File: src/rtl/bios_wr_ctrl_pkg.sv
package bios_wr_ctrl_pkg;
  localparam int unsigned REG_W    = 8;
  localparam int unsigned WE_BIT   = 0;
  localparam int unsigned LOCK_BIT = 1;
  localparam int unsigned SCR_LO   = 2;
  localparam int unsigned SCR_HI   = 4;
  localparam int unsigned SCR_W    = SCR_HI - SCR_LO + 1;
  localparam int unsigned BWP_BIT  = 5;

  typedef struct packed {
    logic             bwp;
    logic [SCR_W-1:0] scr;
    logic             lock;
    logic             we;
  } ctl_state_t;
endpackage

File: src/rtl/bios_wr_ctrl_regs.sv
module bios_wr_ctrl_regs
  import bios_wr_ctrl_pkg::*;
#(
  parameter bit HAS_SMM_BWP = 1'b1
) (
  input  logic             clk_i,
  input  logic             rst_ni,
  input  logic             wr_en_i,
  input  logic [REG_W-1:0] wr_data_i,
  output ctl_state_t       state_o
);
  logic             we_q, lock_q;
  logic [SCR_W-1:0] scr_q;
  logic             unused_wr;

  always_ff @(posedge clk_i or negedge rst_ni) begin
    if (!rst_ni) begin
      we_q   <= 1'b0;
      lock_q <= 1'b0;
      scr_q  <= '0;
    end else if (wr_en_i) begin
      we_q   <= wr_data_i[WE_BIT];
      lock_q <= lock_q | wr_data_i[LOCK_BIT];  // sticky until reset
      scr_q  <= wr_data_i[SCR_HI:SCR_LO];
    end
  end

  generate
    if (HAS_SMM_BWP) begin : g_bwp
      logic bwp_q;
      always_ff @(posedge clk_i or negedge rst_ni) begin
        if (!rst_ni)      bwp_q <= 1'b0;
        else if (wr_en_i) bwp_q <= wr_data_i[BWP_BIT];
      end
      assign state_o.bwp = bwp_q;
      assign unused_wr   = ^wr_data_i[REG_W-1:BWP_BIT+1];
    end else begin : g_no_bwp
      assign state_o.bwp = 1'b0;
      assign unused_wr   = ^wr_data_i[REG_W-1:BWP_BIT];
    end
  endgenerate

  assign state_o.we   = we_q;
  assign state_o.lock = lock_q;
  assign state_o.scr  = scr_q;
endmodule

File: src/rtl/bios_wr_ctrl_trigger.sv
module bios_wr_ctrl_trigger (
  input  logic clk_i,
  input  logic rst_ni,
  input  logic wr_en_i,
  input  logic wr_we_i,
  input  logic wr_lock_i,
  input  logic we_q_i,
  input  logic lock_q_i,
  output logic smi_o
);
  logic rise_under_lock;

  // 0->1 of write enable while lock is held or being set in the same write
  assign rise_under_lock = wr_en_i & wr_we_i & ~we_q_i & (lock_q_i | wr_lock_i);

  always_ff @(posedge clk_i or negedge rst_ni) begin
    if (!rst_ni) smi_o <= 1'b0;
    else         smi_o <= rise_under_lock;
  end
endmodule

File: src/rtl/bios_wr_ctrl_permit.sv
module bios_wr_ctrl_permit #(
  parameter int unsigned NUM_CPUS    = 4,
  parameter bit          HAS_SMM_BWP = 1'b1
) (
  input  logic                we_i,
  input  logic                bwp_i,
  input  logic [NUM_CPUS-1:0] cpu_in_smm_i,
  output logic                ok_o
);
  generate
    if (HAS_SMM_BWP) begin : g_bwp
      logic all_smm;
      assign all_smm = &cpu_in_smm_i;
      assign ok_o    = we_i & (~bwp_i | all_smm);
    end else begin : g_no_bwp
      logic unused_in;
      assign unused_in = bwp_i ^ (^cpu_in_smm_i);
      assign ok_o      = we_i;
    end
  endgenerate
endmodule

File: src/rtl/bios_wr_ctrl.sv
module bios_wr_ctrl
  import bios_wr_ctrl_pkg::*;
#(
  parameter int unsigned NUM_CPUS    = 4,
  parameter bit          HAS_SMM_BWP = 1'b1
) (
  input  logic                clk_i,
  input  logic                rst_ni,
  input  logic                wr_en_i,
  input  logic [REG_W-1:0]    wr_data_i,
  input  logic [NUM_CPUS-1:0] cpu_in_smm_i,
  output logic [REG_W-1:0]    rd_data_o,
  output logic                smi_req_o,
  output logic                flash_wr_ok_o
);
  ctl_state_t st;

  bios_wr_ctrl_regs #(.HAS_SMM_BWP(HAS_SMM_BWP)) u_regs (
    .clk_i    (clk_i),
    .rst_ni   (rst_ni),
    .wr_en_i  (wr_en_i),
    .wr_data_i(wr_data_i),
    .state_o  (st)
  );

  bios_wr_ctrl_trigger u_trig (
    .clk_i    (clk_i),
    .rst_ni   (rst_ni),
    .wr_en_i  (wr_en_i),
    .wr_we_i  (wr_data_i[WE_BIT]),
    .wr_lock_i(wr_data_i[LOCK_BIT]),
    .we_q_i   (st.we),
    .lock_q_i (st.lock),
    .smi_o    (smi_req_o)
  );

  bios_wr_ctrl_permit #(.NUM_CPUS(NUM_CPUS), .HAS_SMM_BWP(HAS_SMM_BWP)) u_permit (
    .we_i        (st.we),
    .bwp_i       (st.bwp),
    .cpu_in_smm_i(cpu_in_smm_i),
    .ok_o        (flash_wr_ok_o)
  );

  always_comb begin
    rd_data_o                 = '0;
    rd_data_o[WE_BIT]         = st.we;
    rd_data_o[LOCK_BIT]       = st.lock;
    rd_data_o[SCR_HI:SCR_LO]  = st.scr;
    rd_data_o[BWP_BIT]        = st.bwp;
  end
endmodule

File: config.mk
export PLATFORM = sky130hd
export DESIGN_NAME = bios_wr_ctrl
export DESIGN_NICKNAME = d
export VERILOG_FILES = /design/src/rtl/bios_wr_ctrl_pkg.sv /design/src/rtl/bios_wr_ctrl_regs.sv /design/src/rtl/bios_wr_ctrl_trigger.sv /design/src/rtl/bios_wr_ctrl_permit.sv /design/src/rtl/bios_wr_ctrl.sv
export SDC_FILE = /design/constraint.sdc
export NUM_CORES = 1
export LEC_CHECK = 0
export BUFFER_PORTS_ARGS = -buffer_cell sky130_fd_sc_hd__clkbuf_2
export CORE_AREA = 10 10 47 49
export DETAILED_ROUTE_END_ITERATION = 12
export DIE_AREA = 0 0 57 59
export MAX_ROUTING_LAYER = met4
export PLACE_DENSITY = 0.5
export SLEW_MARGIN = 20
export SYNTH_ARGS = -nofsm -noshare
export SYNTH_HDL_FRONTEND = slang
export SYNTH_SLANG_ARGS = --single-unit
File: constraint.sdc
create_clock -name clk_i -period 1 [get_ports clk_i]
set_input_delay 0.1 -clock clk_i [delete_from_list [all_inputs] [get_ports clk_i]]
set_output_delay 0.1 -clock clk_i [all_outputs]
set_load 0.05 [all_outputs]
* Word-level counts from Yosys, hierarchy flattened
Index checks and enable logic that the tools add are counted.
** Cells by class
- Bitwise logic cells :: 8
- Reductions and logical operators :: 1
** Operator list (count)
- 1-bit AND :: 4
- 4-bit AND reduction :: 1
- 1-bit NOT :: 2
- 1-bit OR :: 2
** Word-level totals
- Input port bits :: 15
- Register bits :: 7
- Output and inout bits :: 10

* Depth between registers and ports, before layout
Gate-level depths: netlist of the first run.
- Depth after elaboration :: 3
- Mapped depth :: 3
- Gate-level depth less buffers :: 2

* Modules after synthesis
From an unflattened synthesis of the first run, not the netlist that was laid out.
** Unflattened totals
- Cell total of the unflattened synthesis :: 25
- Area total of the unflattened synthesis :: 342.8 um2
** Modules (own cells, without submodules)
- bios_wr_ctrl_regs :: area each 267.8 um2, instances 1, cells an instance 16, seq. area each 150.1 um2
- bios_wr_ctrl_trigger :: area each 42.5 um2, instances 1, cells an instance 4, seq. area each 25.0 um2
- bios_wr_ctrl :: area each 18.8 um2, instances 1, cells an instance 3, seq. area each 0.0 um2
- bios_wr_ctrl_permit :: area each 13.8 um2, instances 1, cells an instance 2, seq. area each 0.0 um2

* Worst setup path after synthesis of the first run
OpenSTA, ideal clock, no wires.
- Path kind :: register -> output
- Start point :: register u_regs.we_q
- End point :: output port flash_wr_ok_o
- Buffers on the path :: 0
- Arrival time :: 1.152 ns
- Slack :: -0.252 ns
- Stages on the path, launching flop included :: 3
- Cells stage by stage :: dfrtp_1 > inv_1 > a21oi_1
** On the way
- Longest elaborated chain between the ends :: 1
** RTL lines
- from (decl) :: RTL line bios_wr_ctrl_regs.sv:12 : logic we_q, lock_q;
- from (signal assigned) :: RTL line bios_wr_ctrl_regs.sv:22 : we_q <= wr_data_i[WE_BIT];
- 1-bit AND :: RTL line bios_wr_ctrl_permit.sv:14 : assign ok_o = we_i & (~bwp_i | all_smm);
- to (decl) :: RTL line bios_wr_ctrl.sv:14 : output logic flash_wr_ok_o
No other way between the ends.

* Final worst setup path of the first run
- Start point :: register u_regs.g_bwp.bwp_q
- End point :: output port flash_wr_ok_o
** On the way
- Longest elaborated chain between the ends :: 3
** RTL lines
- from (decl) :: RTL line bios_wr_ctrl_regs.sv:30 : logic bwp_q;
- from (signal assigned) :: RTL line bios_wr_ctrl_regs.sv:33 : else if (wr_en_i) bwp_q <= wr_data_i[BWP_BIT];
- 1-bit NOT :: RTL line bios_wr_ctrl_permit.sv:14
- 1-bit OR :: RTL line bios_wr_ctrl_permit.sv:14
- 1-bit AND :: RTL line bios_wr_ctrl_permit.sv:14
No other way between the ends.

==> flow_summary.json, run 1 <==
{
  "finish.utilization_pct": 33.8,
  "cts.sinks": 7,
  "dieHeight_um": 59,
  "hp-class": "input port to flip-flop",
  "synth_cells": 26,
  "final_nets": 62,
  "setup_tns_ns": -0.0872,
  "synth-warning-count": 0,
  "grt_pass1_wl_mm": 1.47,
  "fillers": 159,
  "rsz0062_at_grt": "yes",
  "crit_fanout": 3,
  "hold_viol": 0,
  "holdWs_ns": 0.0760,
  "first_global_vias": 324,
  "vias": 245,
  "fmax_mhz": 920,
  "routedWlPerCell_um": 13.4,
  "finalSetupViolations": 1,
  "leakage_nw": 0.246,
  "yosysSeqAreaShare_pct": 53.2,
  "start_util_pct": 23.5,
  "holdPathStages": 2,
  "ctsHtreeMaxLevel": 1,
  "crit_required_ns": 0.90,
  "crit_path_end_kind": "primary output",
  "place_area_um2": 408,
  "slowest_stage": "dfrtp_1",
  "seqCellArea_um2": 175,
  "die_w_um": 57,
  "mostFrequentLayoutCell": "clkbuf_2",
  "finalCriticalPeriod_ns": 1.09,
  "overflow": 0,
  "crit_arrival_ns": 0.99,
  "drc": 0,
  "cap_violations": 0,
  "num_antenna_cells": 0,
  "fin_area_um2": 473,
  "r2r_start": "u_regs.g_bwp.bwp_q",
  "vdd_drop_max_mv": 0.663,
  "grt_max_degree": 8,
  "path_class": "flip-flop to primary output",
  "post_cts_buffers": 0,
  "p_total_uw": 808,
  "final_cell_mix": "14 x clkbuf_2, 7 x dfrtp_1, 4 x mux2_4, 4 x clkbuf_4",
  "numCtsBuffers": 3,
  "drtPass1Iterations": 3,
  "area_delta_synth_final_pct": 43.7,
  "cts_tree": "yes",
  "fin_crit_sh_pct": 109,
  "max-clock-path-buffers": 2,
  "power_density_nw_per_um2": 1710,
  "instances_no_fill": 62,
  "syn_area_per_cell_um2": 12.7,
  "synth-seq-cells": 7,
  "clk_pin_slew_worst_paths_ns": 0.06,
  "ios": 25,
  "viasPerCell": 3.95,
  "fp-row-count": 14,
  "critPathMaxStageDelay_ns": 0.43,
  "dp_cells": 57,
  "hold_end": "u_regs.lock_q",
  "cts-root-buf": "clkbuf_4",
  "r2r_end": "u_regs.g_bwp.bwp_q",
  "dpl.hpwl_um": 699,
  "multi_input_area_um2": 116,
  "core_um2": 1400,
  "clk_latency_ns": 0.25,
  "wirelength_um": 831,
  "slew_viol_final": 0,
  "r2r_slack_ns": 0.18,
  "path_cells": "a21oi_4 -> buf_8",
  "dieArea_um2": 3360,
  "hold_path_startpoint": "wr_data_i[1]",
  "cp-start-kind": "flip-flop",
  "gp_congestion": 0.706,
  "synth_cell_types": 13,
  "synthesis.area_um2": 329,
  "antenna_found_initial": 0,
  "violations": "setup timing",
  "layout-drive-gt1-share_pct": 65.2,
  "finalClockSkew_ns": 0.00719,
  "portBuffers": 20,
  "layout_setup_ws_ns": -0.0872,
  "drt_iter0_markers": 1,
  "ant_nets": 0,
  "startpoint": "u_regs.g_bwp.bwp_q",
  "grt_use_total_pct": 6.00,
  "status": "complete, but fails checks",
  "place_ws_ns": 0.0985,
  "worst_r2r_path_depth": 1
}
-- layer usage --
metal  up-vias  wire length [µm]  track usage [%]
met2        21               300             7.44
met5         -                 0                -
met1       105               391             6.30
met4         0                11             4.03
li1        117                 -                -
met3         2               127             4.72
-- how the worst max path moves through the flow --
stage                            to  cells past startpoint
floorplan           u_regs.scr_q[0]                      1
global placement      flash_wr_ok_o                      3
detailed placement    flash_wr_ok_o                      3
CTS                   flash_wr_ok_o                      2
global route          flash_wr_ok_o                      3
finish                flash_wr_ok_o                      2
-- area by class of cell --
type	instances	area share, %
clock buffers	4	5.56
repair buffers	21	27.8
multi-input cells	13	24.6
well taps	16	4.23
inverters	1	0.794
flip-flops and latches	7	37.0
-- sequential cells by signal (all words and copies together) (netlist names) --
name	count
u_regs.scr_q	3
u_regs.g_bwp.bwp_q	1
u_regs.lock_q	1
u_regs.we_q	1
u_trig.smi_o	1
-- power breakdown --
group	internal [mW]	switching, mW	total [mW]
Clock	0.152	0.100	0.252
Sequential	0.306	0.0158	0.322
Combinational	0.0809	0.153	0.234
Total	0.539	0.269	0.808
-- critical path, delay by kind of cell (launching register included) --
family / cells / cell delay, ns
DFF: 1 / 0.43
buffers and inverters: 1 / 0.16
AOI/OAI and AO/OA: 1 / 0.15
-- cells in the mapped netlist --
cell type  number  area [µm²]
dfrtp_1         7         175
buf_4           5        37.5
mux2_4          4        60.1
a21o_2          1        8.76
a21oi_1         1        5.00
buf_6           1        11.3
conb_1          1        3.75
inv_1           1        3.75
nand2_1         1        3.75
nand4_1         1        6.26
nor2_1          1        3.75
nor3_1          1        5.00
o21ai_0         1        5.00
-- timing repair --
item | CTS | global route
hold buffers | 1 | 0
endpoints found under the hold margin | 7 | 0
resized for setup | 6 | 7
pin swaps | 0 | 0
endpoints found under the setup margin | 4 | 6
-- kinds of logic (layout without fill, tap and decap cells) --
group,after synthesis,after routing,share of synthesized area [%]
other cells,1,2,1.14
compound gates,3,3,5.70
flops,7,7,53.2
mux,4,4,18.3
buf+inv,7,26,16.0
simple gates,4,4,5.70
Note: power is estimated with default switching activity, not from simulation.
==> run 2: changes to the inputs <==
Settings changed: PLACE_DENSITY 0.5 to default.
==> flow_summary.json, run 2 (synthesis results as in run 1) <==
{
  "fmax_mhz": 943,
  "place_ws_ns": 0.107,
  "mostFrequentLayoutCell": "clkbuf_2",
  "ios": 25,
  "antenna_found_initial": 0,
  "drc": 0,
  "cts_tree": "yes",
  "gp_congestion": 0.616,
  "fp-row-count": 14,
  "crit_arrival_ns": 0.96,
  "clk_latency_ns": 0.24,
  "clk_pin_slew_worst_paths_ns": 0.05,
  "dp_cells": 57,
  "instances_no_fill": 63,
  "fin_crit_sh_pct": 106,
  "core_um2": 1400,
  "rsz0062_at_grt": "yes",
  "holdWs_ns": 0.0754,
  "largest_register_ffs": 3,
  "cp-start-kind": "flip-flop",
  "dieHeight_um": 59,
  "top_register": "u_regs.scr_q",
  "drtPass1Iterations": 1,
  "crit_path_end_kind": "primary output",
  "routedWlPerCell_um": 12.3,
  "start_util_pct": 23.5,
  "cap_violations": 0,
  "path_cells": "a21oi_2 -> buf_8",
  "dieArea_um2": 3360,
  "final_cell_mix": "13 x clkbuf_2, 7 x clkbuf_4, 7 x dfrtp_1",
  "ctsHtreeMaxLevel": 1,
  "layout_setup_ws_ns": -0.0605,
  "slew_viol_final": 0,
  "viasPerCell": 4.08,
  "finalCriticalPeriod_ns": 1.06,
  "grt_use_total_pct": 5.46,
  "slowest_stage": "dfrtp_1",
  "crit_required_ns": 0.90,
  "hold_viol": 0,
  "place_area_um2": 408,
  "overflow": 0,
  "leakage_nw": 0.249,
  "grt_pass1_wl_mm": 1.29,
  "violations": "setup timing",
  "cts.sinks": 7,
  "max-clock-path-buffers": 2,
  "layout-drive-gt1-share_pct": 66.0,
  "power_density_nw_per_um2": 1690,
  "portBuffers": 20,
  "numCtsBuffers": 3,
  "first_global_vias": 304,
  "status": "complete, but fails checks",
  "vias": 257,
  "drt_iter0_markers": 0,
  "crit_fanout": 3,
  "p_total_uw": 801,
  "fin_area_um2": 474,
  "num_antenna_cells": 0,
  "finalClockSkew_ns": 0.00115,
  "final_nets": 63,
  "critPathMaxStageDelay_ns": 0.40,
  "vdd_drop_max_mv": 0.511,
  "hp-class": "input port to flip-flop",
  "ant_nets": 0,
  "wirelength_um": 774,
  "finalSetupViolations": 1,
  "area_delta_synth_final_pct": 44.1,
  "die_w_um": 57,
  "cts-root-buf": "clkbuf_4",
  "path_class": "flip-flop to primary output",
  "grt_max_degree": 8
}
[run 2: final timing paths]
kind                                     from                 end  slack (ns)  cells past startpoint
setup / recovery           u_regs.g_bwp.bwp_q       flash_wr_ok_o       -0.06                      2
hold / removal                   wr_data_i[0]        u_trig.smi_o        0.08                      3
setup reg to reg                  u_regs.we_q        u_trig.smi_o        0.20                      2
hold reg to reg                 u_regs.lock_q       u_regs.lock_q        0.48                      1
max in group asynchronous              rst_ni  u_regs.g_bwp.bwp_q        0.62                      2
min in group asynchronous              rst_ni       u_regs.lock_q        0.22                      2
[run 2: critical path, delay by kind of cell (launching register included)]
family          cells  cell delay [ns]
compound gates      1             0.16
flops               1             0.40
buf+inv             1             0.16
[run 2: through the flow]
stage	utilization [%]	TNS, ns
floorplan	-	0
global placement	29.1	0
detailed placement	29.1	0
CTS	32.9	-0.0798
global route	33.8	-0.227
finish	33.8	-0.0605
[run 2: per-layer routing]
metal | track usage, % | vias up | part of all wire (%)
met5 | - | - | 0
met4 | 5.03 | 0 | 0
met3 | 3.86 | 0 | 8.5
met2 | 7.75 | 15 | 50
met1 | 4.72 | 119 | 41
li1 | - | 123 | -
[run 2: repair_timing]
action,4_1_cts,5_1_grt
setup buffers,0,1
hold endpoints to repair,7,0
hold buffers,1,0
gates resized for setup,6,7
setup endpoints to repair,4,7
[run 2: area by class of cell]
cell class | count | area [µm²]
multi-input combinational | 13 | 109
sequential | 7 | 175
fill | 159 | 927
inverter | 1 | 3.75
tap | 16 | 20.0
clock buffer | 4 | 26.3
timing repair buffer | 22 | 140
[run 2: power by group]
| part | leakage, nW | switching (mW) | internal, mW |
|---|---|---|---|
| clock network | 0.0150 | 0.0953 | 0.152 |
| logic | 0.153 | 0.150 | 0.0841 |
| registers | 0.0810 | 0.0136 | 0.306 |
==> run 3: changes to the inputs <==
==> constraint.sdc (replaced) <==
create_clock -name clk_i -period 1 [get_ports clk_i]
set_input_delay 0 -clock clk_i [delete_from_list [all_inputs] [get_ports clk_i]]
set_output_delay 0 -clock clk_i [all_outputs]
set_load 0.05 [all_outputs]
==> flow_summary.json, run 3 (synthesis results as in run 1) <==
{
  "layout-drive-gt1-share_pct": 58.5,
  "routedWlPerCell_um": 11.7,
  "path_class": "flip-flop to primary output",
  "hold_viol": 0,
  "crit_path_end_kind": "primary output",
  "fin_crit_sh_pct": 95.9,
  "route.met2.wl_um": 403,
  "overflow": 0,
  "cts_tree": "yes",
  "vdd_drop_max_mv": 0.536,
  "top_layer_used": "met3",
  "crit_arrival_ns": 0.96,
  "p_seq_share_pct": 39.4,
  "cap_violations": 0,
  "clk_pin_slew_worst_paths_ns": 0.05,
  "instances_no_fill": 69,
  "ant_nets": 0,
  "finalCriticalPeriod_ns": 0.959,
  "wirelength_um": 809,
  "start_util_pct": 23.5,
  "p_int_uw": 549,
  "vias": 272,
  "hp-class": "input port to flip-flop",
  "dp_cells": 57,
  "crit_required_ns": 1.00,
  "cts.sinks": 7,
  "holdWs_ns": 0.101,
  "finalSetupViolations": 0,
  "drtPass1Iterations": 1,
  "slew_viol_final": 0,
  "gp_congestion": 0.616,
  "area_delta_synth_final_pct": 58.6,
  "swShare_pct": 32.4,
  "power.share.combinational_pct": 30.1,
  "cts-root-buf": "clkbuf_4",
  "viasPerCell": 3.94,
  "drc": 0,
  "first_global_vias": 314,
  "ios": 25,
  "dieHeight_um": 59,
  "fillers": 153,
  "power_density_nw_per_um2": 1550,
  "num_antenna_cells": 0,
  "max-clock-path-buffers": 2,
  "fp-row-count": 14,
  "grt_use_total_pct": 5.55,
  "top_register": "u_regs.scr_q",
  "place_area_um2": 408,
  "drt_iter0_markers": 0,
  "status": "complete, no violations",
  "die_w_um": 57,
  "grt_pass1_wl_mm": 1.32,
  "fmax_mhz": 1040,
  "core_um2": 1400,
  "dieArea_um2": 3360,
  "final_cell_mix": "19 x clkbuf_2, 7 x dlygate4sd3_1, 7 x dfrtp_1",
  "setup_tns_ns": 0,
  "finalClockSkew_ns": 0.00118,
  "final_nets": 69,
  "portBuffers": 20,
  "ctsHtreeMaxLevel": 1,
  "antenna_found_initial": 0,
  "crit_fanout": 3,
  "met1_length_um": 327,
  "p_sw_uw": 262,
  "grt_max_degree": 8,
  "largest_register_ffs": 3,
  "numCtsBuffers": 3,
  "leakage_nw": 0.272,
  "fin_area_um2": 522,
  "wl_met3_um": 79,
  "rsz0062_at_grt": "yes",
  "mostFrequentLayoutCell": "clkbuf_2",
  "cp-start-kind": "flip-flop",
  "p_clk_share_pct": 30.5,
  "clk_latency_ns": 0.24
}
run 3: cell types whose count changed in the layout (fill, tap and decap cells not counted):
| cell | previous run | this run |
|---|---|---|
| buf_2 | 1 | 0 |
| clkbuf_2 | 13 | 19 |
| clkbuf_4 | 7 | 3 |
| dlygate4sd3_1 | 1 | 7 |
| buf_4 | 2 | 1 |
run 3: worst paths after layout:
| check | cells after the start | endpoint | startpoint | slack, ns |
|---|---|---|---|---|
| min | 2 | u_regs.we_q | wr_en_i | 0.10 |
| min in group asynchronous | 2 | u_regs.lock_q | rst_ni | 0.12 |
| max reg2reg | 2 | u_trig.smi_o | u_regs.we_q | 0.20 |
| max | 2 | flash_wr_ok_o | u_regs.g_bwp.bwp_q | 0.04 |
| min reg2reg | 1 | u_regs.lock_q | u_regs.lock_q | 0.49 |
| max in group asynchronous | 2 | u_regs.g_bwp.bwp_q | rst_ni | 0.72 |
run 3: power groups by stage:
stage	clock (mW)	sequential, mW	combinational (mW)
2_1_floorplan	0	0.374	0.121
4_1_cts	0.269	0.319	0.240
3_5_place_dp	0	0.323	0.213
5_1_grt	0.299	0.323	0.258
6_report	0.247	0.320	0.244
3_3_place_gp	0	0.324	0.210
run 3: layer usage:
metal | GRT usage (%) | vias to the layer above
li1 | - | 134
met1 | 4.84 | 123
met2 | 7.75 | 15
met3 | 4.08 | 0
met4 | 5.03 | 0
met5 | - | -
run 3: critical path, stage by stage, from the launching register on:
cell	delay (ns)
dfrtp_1	0.40
a21oi_2	0.16
buf_8	0.16
run 3: stage by stage:
step	power, mW	util (%)	worst slack, ns
4_1_cts	0.829	36.6	0.0134
3_5_place_dp	0.536	29.1	0.207
6_report	0.811	37.2	0.0408
2_1_floorplan	0.495	-	0.00573
5_1_grt	0.881	37.2	-0.0475
3_3_place_gp	0.534	29.1	0.209
run 3: layout make-up:
type | instances | area (µm²) | area share (%)
Tap cell | 16 | 20.0 | 3.84
Multi-Input combinational cell | 13 | 109 | 20.9
Clock buffer | 4 | 26.3 | 5.04
Inverter | 1 | 3.75 | 0.719
Sequential cell | 7 | 175 | 33.6
Timing Repair Buffer | 28 | 188 | 36.0
run 3: repair_timing:
item	4_1_cts	5_1_grt
endpoints found under the hold margin	14	0
setup buffers	0	1
hold buffers	7	0
gates resized for setup	2	2
setup endpoints to repair	1	1
